--- src/rtl/syncpt_pkg.sv ---
package syncpt_pkg;

  // register select values
  localparam logic SEL_SYNC = 1'b0;
  localparam logic SEL_LINK = 1'b1;

  // bit positions inside the sync register
  localparam int unsigned HS_BIT    = 15;
  localparam int unsigned STAGE_LSB = 16;
  localparam int unsigned GO_BIT    = 24;

  // bit position of the first acknowledge bit in the link register
  localparam int unsigned ACK_LSB   = 8;

  // clocks between two sync points for a given period value
  function automatic logic [31:0] interval_of(input logic [31:0] period);
    return period + 32'd1;
  endfunction

  // assembles the sync register read value
  function automatic logic [31:0] pack_sync(input logic [31:0] period,
                                            input logic        hs,
                                            input logic [7:0]  staged,
                                            input logic        go);
    logic [31:0] w;
    w                    = period & 32'h0000_7FFF;
    w[HS_BIT]            = hs;
    w[STAGE_LSB +: 8]    = staged;
    w[GO_BIT]            = go;
    return w;
  endfunction

endpackage

--- src/rtl/syncpt_period_timer.sv ---
module syncpt_period_timer #(
  parameter int PERIOD_W = 15
) (
  input  logic                clk,
  input  logic                rst_n,
  input  logic                hs_wr,
  input  logic [PERIOD_W-1:0] wr_period,
  input  logic                any_active,
  output logic [PERIOD_W-1:0] period_q,
  output logic                hs_q,
  output logic [PERIOD_W-1:0] active_period,
  output logic                sync_pulse,
  output logic                commit_ev
);

  logic [PERIOD_W-1:0] cnt_q;

  // handshake completes when a link is active and no new load races it
  assign commit_ev  = hs_q && any_active && !hs_wr;
  assign sync_pulse = (cnt_q == '0);

  always_ff @(posedge clk) begin
    if (!rst_n) begin
      period_q <= '0;
      hs_q     <= 1'b0;
    end else if (hs_wr) begin
      period_q <= wr_period;
      hs_q     <= 1'b1;
    end else if (commit_ev) begin
      hs_q     <= 1'b0;
    end
  end

  always_ff @(posedge clk) begin
    if (!rst_n) begin
      active_period <= '0;
      cnt_q         <= '0;
    end else if (commit_ev) begin
      active_period <= period_q;
      cnt_q         <= period_q;
    end else if (sync_pulse) begin
      cnt_q         <= active_period;
    end else begin
      cnt_q         <= cnt_q - 1'b1;
    end
  end

endmodule

--- src/rtl/syncpt_bank_stager.sv ---
module syncpt_bank_stager #(
  parameter int NUM_LINKS = 4
) (
  input  logic                 clk,
  input  logic                 rst_n,
  input  logic [NUM_LINKS-1:0] stage_set,
  input  logic                 go_wr,
  input  logic                 sync_pulse,
  output logic [NUM_LINKS-1:0] staged_q,
  output logic                 go_q,
  output logic [NUM_LINKS-1:0] bank_switch,
  output logic                 fire_ev
);

  logic [NUM_LINKS-1:0] staged_nxt;

  assign fire_ev     = go_q && sync_pulse;
  assign bank_switch = fire_ev ? staged_q : '0;

  always_comb begin
    staged_nxt = fire_ev ? '0 : staged_q;
    staged_nxt = staged_nxt | stage_set;
  end

  always_ff @(posedge clk) begin
    if (!rst_n) begin
      staged_q <= '0;
      go_q     <= 1'b0;
    end else begin
      staged_q <= staged_nxt;
      if (go_wr && (staged_nxt != '0)) go_q <= 1'b1;
      else if (fire_ev)                go_q <= 1'b0;
    end
  end

endmodule

--- src/rtl/syncpt_link_power.sv ---
module syncpt_link_power #(
  parameter int ACK_DELAY = 16
) (
  input  logic clk,
  input  logic rst_n,
  input  logic req_wr,
  input  logic req_din,
  output logic req_q,
  output logic ack_q
);

  localparam int CW = $clog2(ACK_DELAY + 1);

  logic [CW-1:0] wait_q;
  logic          pending;
  logic          expire;

  assign pending = (req_q != ack_q);
  assign expire  = pending && (wait_q == CW'(ACK_DELAY - 1));

  always_ff @(posedge clk) begin
    if (!rst_n) begin
      req_q <= 1'b0;
    end else if (req_wr) begin
      req_q <= req_din;
    end
  end

  always_ff @(posedge clk) begin
    if (!rst_n) begin
      ack_q  <= 1'b0;
      wait_q <= '0;
    end else if (!pending) begin
      wait_q <= '0;
    end else if (expire) begin
      ack_q  <= req_q;
      wait_q <= '0;
    end else begin
      wait_q <= wait_q + 1'b1;
    end
  end

endmodule

--- src/rtl/sync_point_ctrl.sv ---
module sync_point_ctrl
  import syncpt_pkg::*;
#(
  parameter int NUM_LINKS = 4,
  parameter int PERIOD_W  = 15,
  parameter int ACK_DELAY = 16
) (
  input  logic                 clk,
  input  logic                 rst_n,
  input  logic                 reg_wr,
  input  logic                 reg_sel,
  input  logic [31:0]          reg_wdata,
  output logic [31:0]          reg_rdata,
  output logic                 sync_pulse,
  output logic [NUM_LINKS-1:0] bank_switch,
  output logic [NUM_LINKS-1:0] link_active
);

  localparam int STAGE_PAD = 8 - NUM_LINKS;

  logic                 wr_sync;
  logic                 wr_link;
  logic                 hs_wr;
  logic                 go_wr;
  logic [NUM_LINKS-1:0] stage_set;
  logic [PERIOD_W-1:0]  period_q;
  logic [PERIOD_W-1:0]  active_period;
  logic                 hs_q;
  logic                 commit_ev;
  logic [NUM_LINKS-1:0] staged_q;
  logic                 go_q;
  logic                 fire_ev;
  logic [NUM_LINKS-1:0] link_req;
  logic [NUM_LINKS-1:0] link_ack;

  assign wr_sync   = reg_wr && (reg_sel == SEL_SYNC);
  assign wr_link   = reg_wr && (reg_sel == SEL_LINK);
  assign hs_wr     = wr_sync && reg_wdata[HS_BIT];
  assign go_wr     = wr_sync && reg_wdata[GO_BIT];
  assign stage_set = wr_sync ? reg_wdata[STAGE_LSB +: NUM_LINKS] : '0;

  syncpt_period_timer #(.PERIOD_W(PERIOD_W)) u_timer (
    .clk           (clk),
    .rst_n         (rst_n),
    .hs_wr         (hs_wr),
    .wr_period     (reg_wdata[PERIOD_W-1:0]),
    .any_active    (|link_ack),
    .period_q      (period_q),
    .hs_q          (hs_q),
    .active_period (active_period),
    .sync_pulse    (sync_pulse),
    .commit_ev     (commit_ev)
  );

  syncpt_bank_stager #(.NUM_LINKS(NUM_LINKS)) u_stager (
    .clk         (clk),
    .rst_n       (rst_n),
    .stage_set   (stage_set),
    .go_wr       (go_wr),
    .sync_pulse  (sync_pulse),
    .staged_q    (staged_q),
    .go_q        (go_q),
    .bank_switch (bank_switch),
    .fire_ev     (fire_ev)
  );

  for (genvar n = 0; n < NUM_LINKS; n++) begin : g_link
    syncpt_link_power #(.ACK_DELAY(ACK_DELAY)) u_pwr (
      .clk     (clk),
      .rst_n   (rst_n),
      .req_wr  (wr_link),
      .req_din (reg_wdata[n]),
      .req_q   (link_req[n]),
      .ack_q   (link_ack[n])
    );
  end

  assign link_active = link_ack;

  always_comb begin
    reg_rdata = '0;
    if (reg_sel == SEL_SYNC) begin
      reg_rdata = pack_sync(32'(period_q), hs_q,
                            {{STAGE_PAD{1'b0}}, staged_q}, go_q);
    end else begin
      reg_rdata[NUM_LINKS-1:0]         = link_req;
      reg_rdata[ACK_LSB +: NUM_LINKS]  = link_ack;
    end
  end

endmodule

--- config.mk ---
export PLATFORM = sky130hd
export DESIGN_NAME = sync_point_ctrl
export DESIGN_NICKNAME = d
export VERILOG_FILES = /design/src/rtl/syncpt_pkg.sv /design/src/rtl/syncpt_period_timer.sv /design/src/rtl/syncpt_bank_stager.sv /design/src/rtl/syncpt_link_power.sv /design/src/rtl/sync_point_ctrl.sv
export SDC_FILE = /design/constraint.sdc
export NUM_CORES = 1
export LEC_CHECK = 0
export BUFFER_PORTS_ARGS = -buffer_cell sky130_fd_sc_hd__buf_2
export CORE_ASPECT_RATIO = 0.7
export CORE_MARGIN = 3
export CORE_UTILIZATION = 54
export CTS_BUF_LIST = sky130_fd_sc_hd__clkbuf_16
export DETAILED_ROUTE_END_ITERATION = 10
export GPL_TIMING_DRIVEN = 0
export PLACE_DENSITY = 0.79
export SKIP_LAST_GASP = 1
export SLEW_MARGIN = 40
export SYNTH_ARGS = -nofsm -noshare
export SYNTH_HDL_FRONTEND = slang
export SYNTH_SLANG_ARGS = --single-unit
export TNS_END_PERCENT = 10
--- constraint.sdc ---
create_clock -name clk -period 2.7 [get_ports clk]
set_clock_uncertainty 0.2 [all_clocks]
set_input_delay 0.54 -clock clk [delete_from_list [all_inputs] [get_ports clk]]
set_output_delay 0.54 -clock clk [all_outputs]
set_load 0.02 [all_outputs]
==> After elaboration in Yosys (flattened, before gate mapping) <==
Index checks and enable logic that the tools add are counted.
{ "totals": {"ramBits": 0, "out_inout_bits": 41, "latchBits": 0, "regBits": 79, "in_bits": 36, "mem_bits_ro": 0, "n_memories": 0} }
{ "op_classes": {"n_eq_ne": 8, "mul": 0, "n_mux": 13, "n_lt_le_gt_ge": 0, "addsub": 5, "shifts": 0, "n_reduce_logical": 26, "n_div": 0, "bitwise_logic": 7} }
{ "op_table": {"columns": ["op", "n"], "rows": [
  ["two-way mux 15 bit", 2],
  ["two-way mux 4 bit", 6],
  ["adder 5 x 1 -> 5 bit (second input constant)", 4],
  ["equality test 5 x 4 -> 1 bit (second input constant)", 4],
  ["logical NOT 15 bit", 1],
  ["subtractor 15 x 1 -> 15 bit (second input constant)", 1],
  ["two-way mux 13 bit", 1],
  ["logical AND 1 bit", 12],
  ["OR reduction 3 bit", 4],
  ["AND reduction 2 bit", 4],
  ["NOT 1 bit", 6],
  ["two-way mux 1 bit", 4],
  ["inequality test 1 bit", 4],
  ["OR 4 bit", 1],
  ["nonzero test 2 bit", 2],
  ["nonzero test 4 bit", 1],
  ["OR reduction 4 bit", 1],
  ["logical NOT 1 bit", 1]
]} }

==> Longest topological paths before layout <==
{ "depth": {"word_depth": 7, "depth_mapped": 9} }

==> Hierarchy <==
A second synthesis with hierarchy kept.
{ "unflattened": {"hier_cells": 421, "hier_area_um2": 3783.6} }
{ "modules_own_cells": {"columns": ["module", "seq_area_each_um2", "area_each_um2", "instances", "cells_each"], "rows": [
  ["syncpt_period_timer", 920.9, 2133.3, 1, 248],
  ["syncpt_link_power", 140.1, 272.8, 4, 26],
  ["sync_point_ctrl", 0.0, 350.3, 1, 44],
  ["syncpt_bank_stager", 100.1, 209.0, 1, 25]
]} }

==> Least setup slack after synthesis <==
Ideal clock, no wire load.
{ "synth_path": {"kind": "reg-to-output", "from": "register u_timer.cnt_q[0]", "to": "output port bank_switch[0]", "slack_ns": 0.336, "path_stages_with_launch": 8, "path_buffers": 1, "t_arrival_ns": 1.624, "path_cell_list": "dfxtp_1 -> inv_1 -> ha_1 -> clkbuf_1 -> nor2b_1 -> nand4_1 -> inv_2 -> and3_1"} }
{ "synth_via": {"elab_chain_len": 3} }
{ "synth_rtl": {"columns": ["element", "line_no", "source"], "rows": [
  ["start, declared", "syncpt_period_timer.sv:16", "logic [PERIOD_W-1:0] cnt_q;"],
  ["start signal, assigned", "syncpt_period_timer.sv:40", "cnt_q <= period_q;"],
  ["start signal, assigned", "syncpt_period_timer.sv:42", "cnt_q <= active_period;"],
  ["start signal, assigned", "syncpt_period_timer.sv:44", "cnt_q <= cnt_q - 1'b1;"],
  ["logical NOT 15 bit", "syncpt_period_timer.sv:20", "assign sync_pulse = (cnt_q == '0);"],
  ["net sync_pulse", "sync_point_ctrl.sv:14", "output logic sync_pulse,"],
  ["logical AND 1 bit", "syncpt_bank_stager.sv:17", "assign fire_ev = go_q && sync_pulse;"],
  ["two-way mux 4 bit", "syncpt_bank_stager.sv:18", "assign bank_switch = fire_ev ? staged_q : '0;"],
  ["end, declared", "sync_point_ctrl.sv:15", "output logic [NUM_LINKS-1:0] bank_switch,"]
]} }
The timed path passes the listed nets, and every way through them passes these cells.

==> Worst setup path after layout <==
{ "layout_path": {"from": "input port reg_sel", "to": "output port reg_rdata[9]"} }
{ "layout_via": {"elab_chain_len": 1} }
{ "layout_rtl": {"columns": ["element", "line_no", "source"], "rows": [
  ["start, declared", "sync_point_ctrl.sv:11", "input logic reg_sel,"],
  ["two-way mux 4 bit", "sync_point_ctrl.sv:82", "if (reg_sel == SEL_SYNC) begin"],
  ["end, declared", "sync_point_ctrl.sv:13", "output logic [31:0] reg_rdata,"]
]} }
No other way between the ends.

==> summary.txt <==
STA
  – Max Transition Viols Final: 0
  – Setup TNS: 0 ns
  – Tcrit/Tclk final: 0.949
  – # setup viols final: 0
  – Final Hold Viols: 0
  – Fmax: 390 MHz
  – Min cycle time layout: 2.56 ns
  – Worst-margin pin slew: 0.608 ns
  – Rel. slew slack: 0.595
  – Unrepaired setup endpoints after global routing: false

Run
  – # Max-Cap Violations: 0

Synthesis
  – Ys Warns: 0
  – Syn Std Cell Area: 3620 µm²
  – Mapped Cells: 427
  – Post-synth cell types: 45
  – Average instance area after synthesis: 8.47 µm²
  – Synthesized flop and latch total: 79
  – Sequential share of the synthesized area: 0.437

Routing
  – Via density: 5.40
  – Initial drt markers: 210
  – Routed Wire Length: 8860 µm
  – Drt first pass iters: 4
  – # DRC: 0
  – WL/cell: 14.7 µm
  – Antenna Nets Post-Route: 0
  – Total number of vias: 3256

Finish
  – Final Core Density: 0.688
  – Area Overhead vs Synth: 21.1%
  – Ant. Diodes: 0
  – Commonest non-fill, non-tap cell in the layout: dfxtp_1
  – Most frequent cells in the layout: 78 x dfxtp_1, 70 x nand2_1, 58 x buf_2, 45 x a21oi_1, 37 x nor2_1
  – Number of fillers in the final layout: 536
  – Share of cells above drive strength 1: 0.238
  – NumNets Final: 552

Power and ir drop
  – Sw frac: 0.334
  – Sw Pwr: 1.19 mW
  – Clock group share of total power: 0.304
  – P_int: 2.38 mW
  – Power Density: 814 nW/µm²
  – Power, Total: 3.57 mW
  – Peak VDD IR: 0.000415 V
  – Logic pwr share: 0.300
  – Lkg Pwr: 1.79 nW
  – Share of power burned in registers: 0.395

Floorplan
  – Placeable Area: 6370 µm²
  – Row cnt: 24
  – Die Y: 74.5 µm
  – Die X: 104 µm
  – Die area: 7740 µm²
  – Initial Util: 0.568
  – Io pins: 77

Place
  – Port-buffer cells: 52
  – Post-DP HPWL: 6470 µm
  – Gpl congestion: 0.965

Clock tree
  – CTS H-tree depth: 3
  – TritonCTS clock tree: built
  – Clock latency on the worst-skew pair: 0.34 ns
  – Reg clk slew, reported paths: 0.06 ns
  – CTS Buffer Depth: 2
  – TritonCTS buffer count: 9
  – TritonCTS Sinks: 79
  – CTS root buffer: clkbuf_16

Critical path
  – CP startpoint kind: input pin
  – CP Class: input pin to output port
  – Worst reg-to-reg setup slack: 0.58 ns
  – Worst EP arrival: 1.82 ns
  – Maximum fanout along the worst path: 10
  – CP required: 1.96 ns
  – Crit end category: output port

GRT
  – Grt total ovfl: 0
  – Vias in the first global route: 3045
  – Largest net degree at the start of global routing: 14
  – Initial antenna violation count: 0
  – Total track usage: 0.241
  – First-pass GRT wire length: 14800 µm

Status
  – Status: finished, final reports clean

Worst hold path
  – Min-Delay Path Class: input pin to register
## metrics by stage
stage | instance area, µm² | hold slack, ns | std cells | worst slack (ns)
after floorplan | 3660 | 0.218 | 437 | 0.336
after global placement | 4030 | 0.229 | 580 | 0.106
after detailed placement | 4030 | 0.247 | 580 | 0.0603
after CTS | 4310 | 0.239 | 597 | 0.0126
after global routing | 4380 | 0.244 | 603 | 0.0281
final | 4380 | 0.242 | 603 | 0.136
## cell type report
type / instances / area [µm²] / area share
Multi-Input combinational cell: 311 / 1860 / 0.423
Sequential cell: 79 / 1580 / 0.361
Timing Repair Buffer: 59 / 313 / 0.0714
Clock buffer: 9 / 225 / 0.0514
Buffer: 33 / 195 / 0.0445
Tap cell: 91 / 114 / 0.0260
Inverter: 13 / 48.8 / 0.0111
Clock inverter: 7 / 42.5 / 0.00971
Timing Repair inverter: 1 / 5.00 / 0.00114
## power groups by stage
| stage | Combinational [mW] | Clock (mW) | Sequential, mW |
|---|---|---|---|
| after floorplan | 0.740 | 0 | 1.39 |
| after global placement | 0.899 | 0 | 1.42 |
| after detailed placement | 0.917 | 0 | 1.42 |
| after CTS | 0.949 | 1.09 | 1.39 |
| after global routing | 1.19 | 1.16 | 1.42 |
| final | 1.07 | 1.09 | 1.41 |
## Yosys cell counts (all sizes together)
master | n | area, µm²
o31ai | 1 | 7.51
o211ai | 8 | 60.1
conb | 1 | 3.75
mux2 | 9 | 101
nor2b | 14 | 87.6
a211oi | 1 | 12.5
a21oi | 46 | 234
and3 | 9 | 61.3
mux2i | 4 | 40.0
nor4 | 8 | 83.8
a32oi | 1 | 8.76
nand2 | 70 | 263
or3 | 4 | 25.0
nand4 | 3 | 18.8
o21ai | 14 | 73.8
xor2 | 6 | 52.6
dfxtp | 79 | 1580
nand3b | 1 | 7.51
and2 | 4 | 25.0
a22oi | 4 | 30.0
xnor2 | 14 | 123
ha | 9 | 113
a31oi | 2 | 27.5
or4 | 4 | 37.5
inv | 13 | 48.8
nand3 | 18 | 95.1
nor2 | 37 | 139
a21o | 2 | 15.0
nor3 | 6 | 35.0
buf | 22 | 154
clkbuf | 12 | 45.0
a221oi | 1 | 8.76
## worst paths after layout
| path | to | start | depth (start not counted) |
|---|---|---|---|
| hold / removal | u_timer.period_q[6] | reg_wdata[6] | 3 |
| setup / recovery | reg_rdata[9] | reg_sel | 4 |
| setup reg to reg | u_timer.cnt_q[0] | u_timer.cnt_q[1] | 9 |
| hold reg to reg | g_link[2].u_pwr.wait_q[0] | g_link[2].u_pwr.wait_q[0] | 1 |
## per-layer routing
metal	track usage	part of all wire
met1	0.322	0.48
met2	0.374	0.43
met3	0.0720	0.073
met4	0.0929	0.021
met5	0	0
## cell families after synthesis
logic type,synth area share
adder cells (fa/ha/maj),0.0311
AND/OR/NAND/NOR,0.243
flip-flops,0.437
other,0.00104
buffers and inverters,0.0685
XOR/XNOR,0.0484
multiplexers,0.0391
AO/OA/AOI/OAI,0.132
## flip-flops by register name (all words and copies together), names as in the netlist
name and flops:
u_timer.cnt_q 15, g_link.u_pwr.wait_q 20, u_timer.hs_q 1, g_link.u_pwr.req_q 4, u_timer.period_q 15, u_stager.go_q 1, u_timer.active_period 15, g_link.u_pwr.ack_q 4
u_stager.staged_q 4
## timing repair
item,4_1_cts,5_1_grt
setup endpoints to repair,5,5
pin swaps,0,2
gates cloned,1,0
gates resized for setup,1,5
hold buffers,0,0
buffers inserted,1,6
## worst max-delay path: stages
cell and delay (ns):
buf_2 0.20, clkbuf_1 0.50, mux2_2 0.41, buf_2 0.16
(Power assumes the default switching activity.)
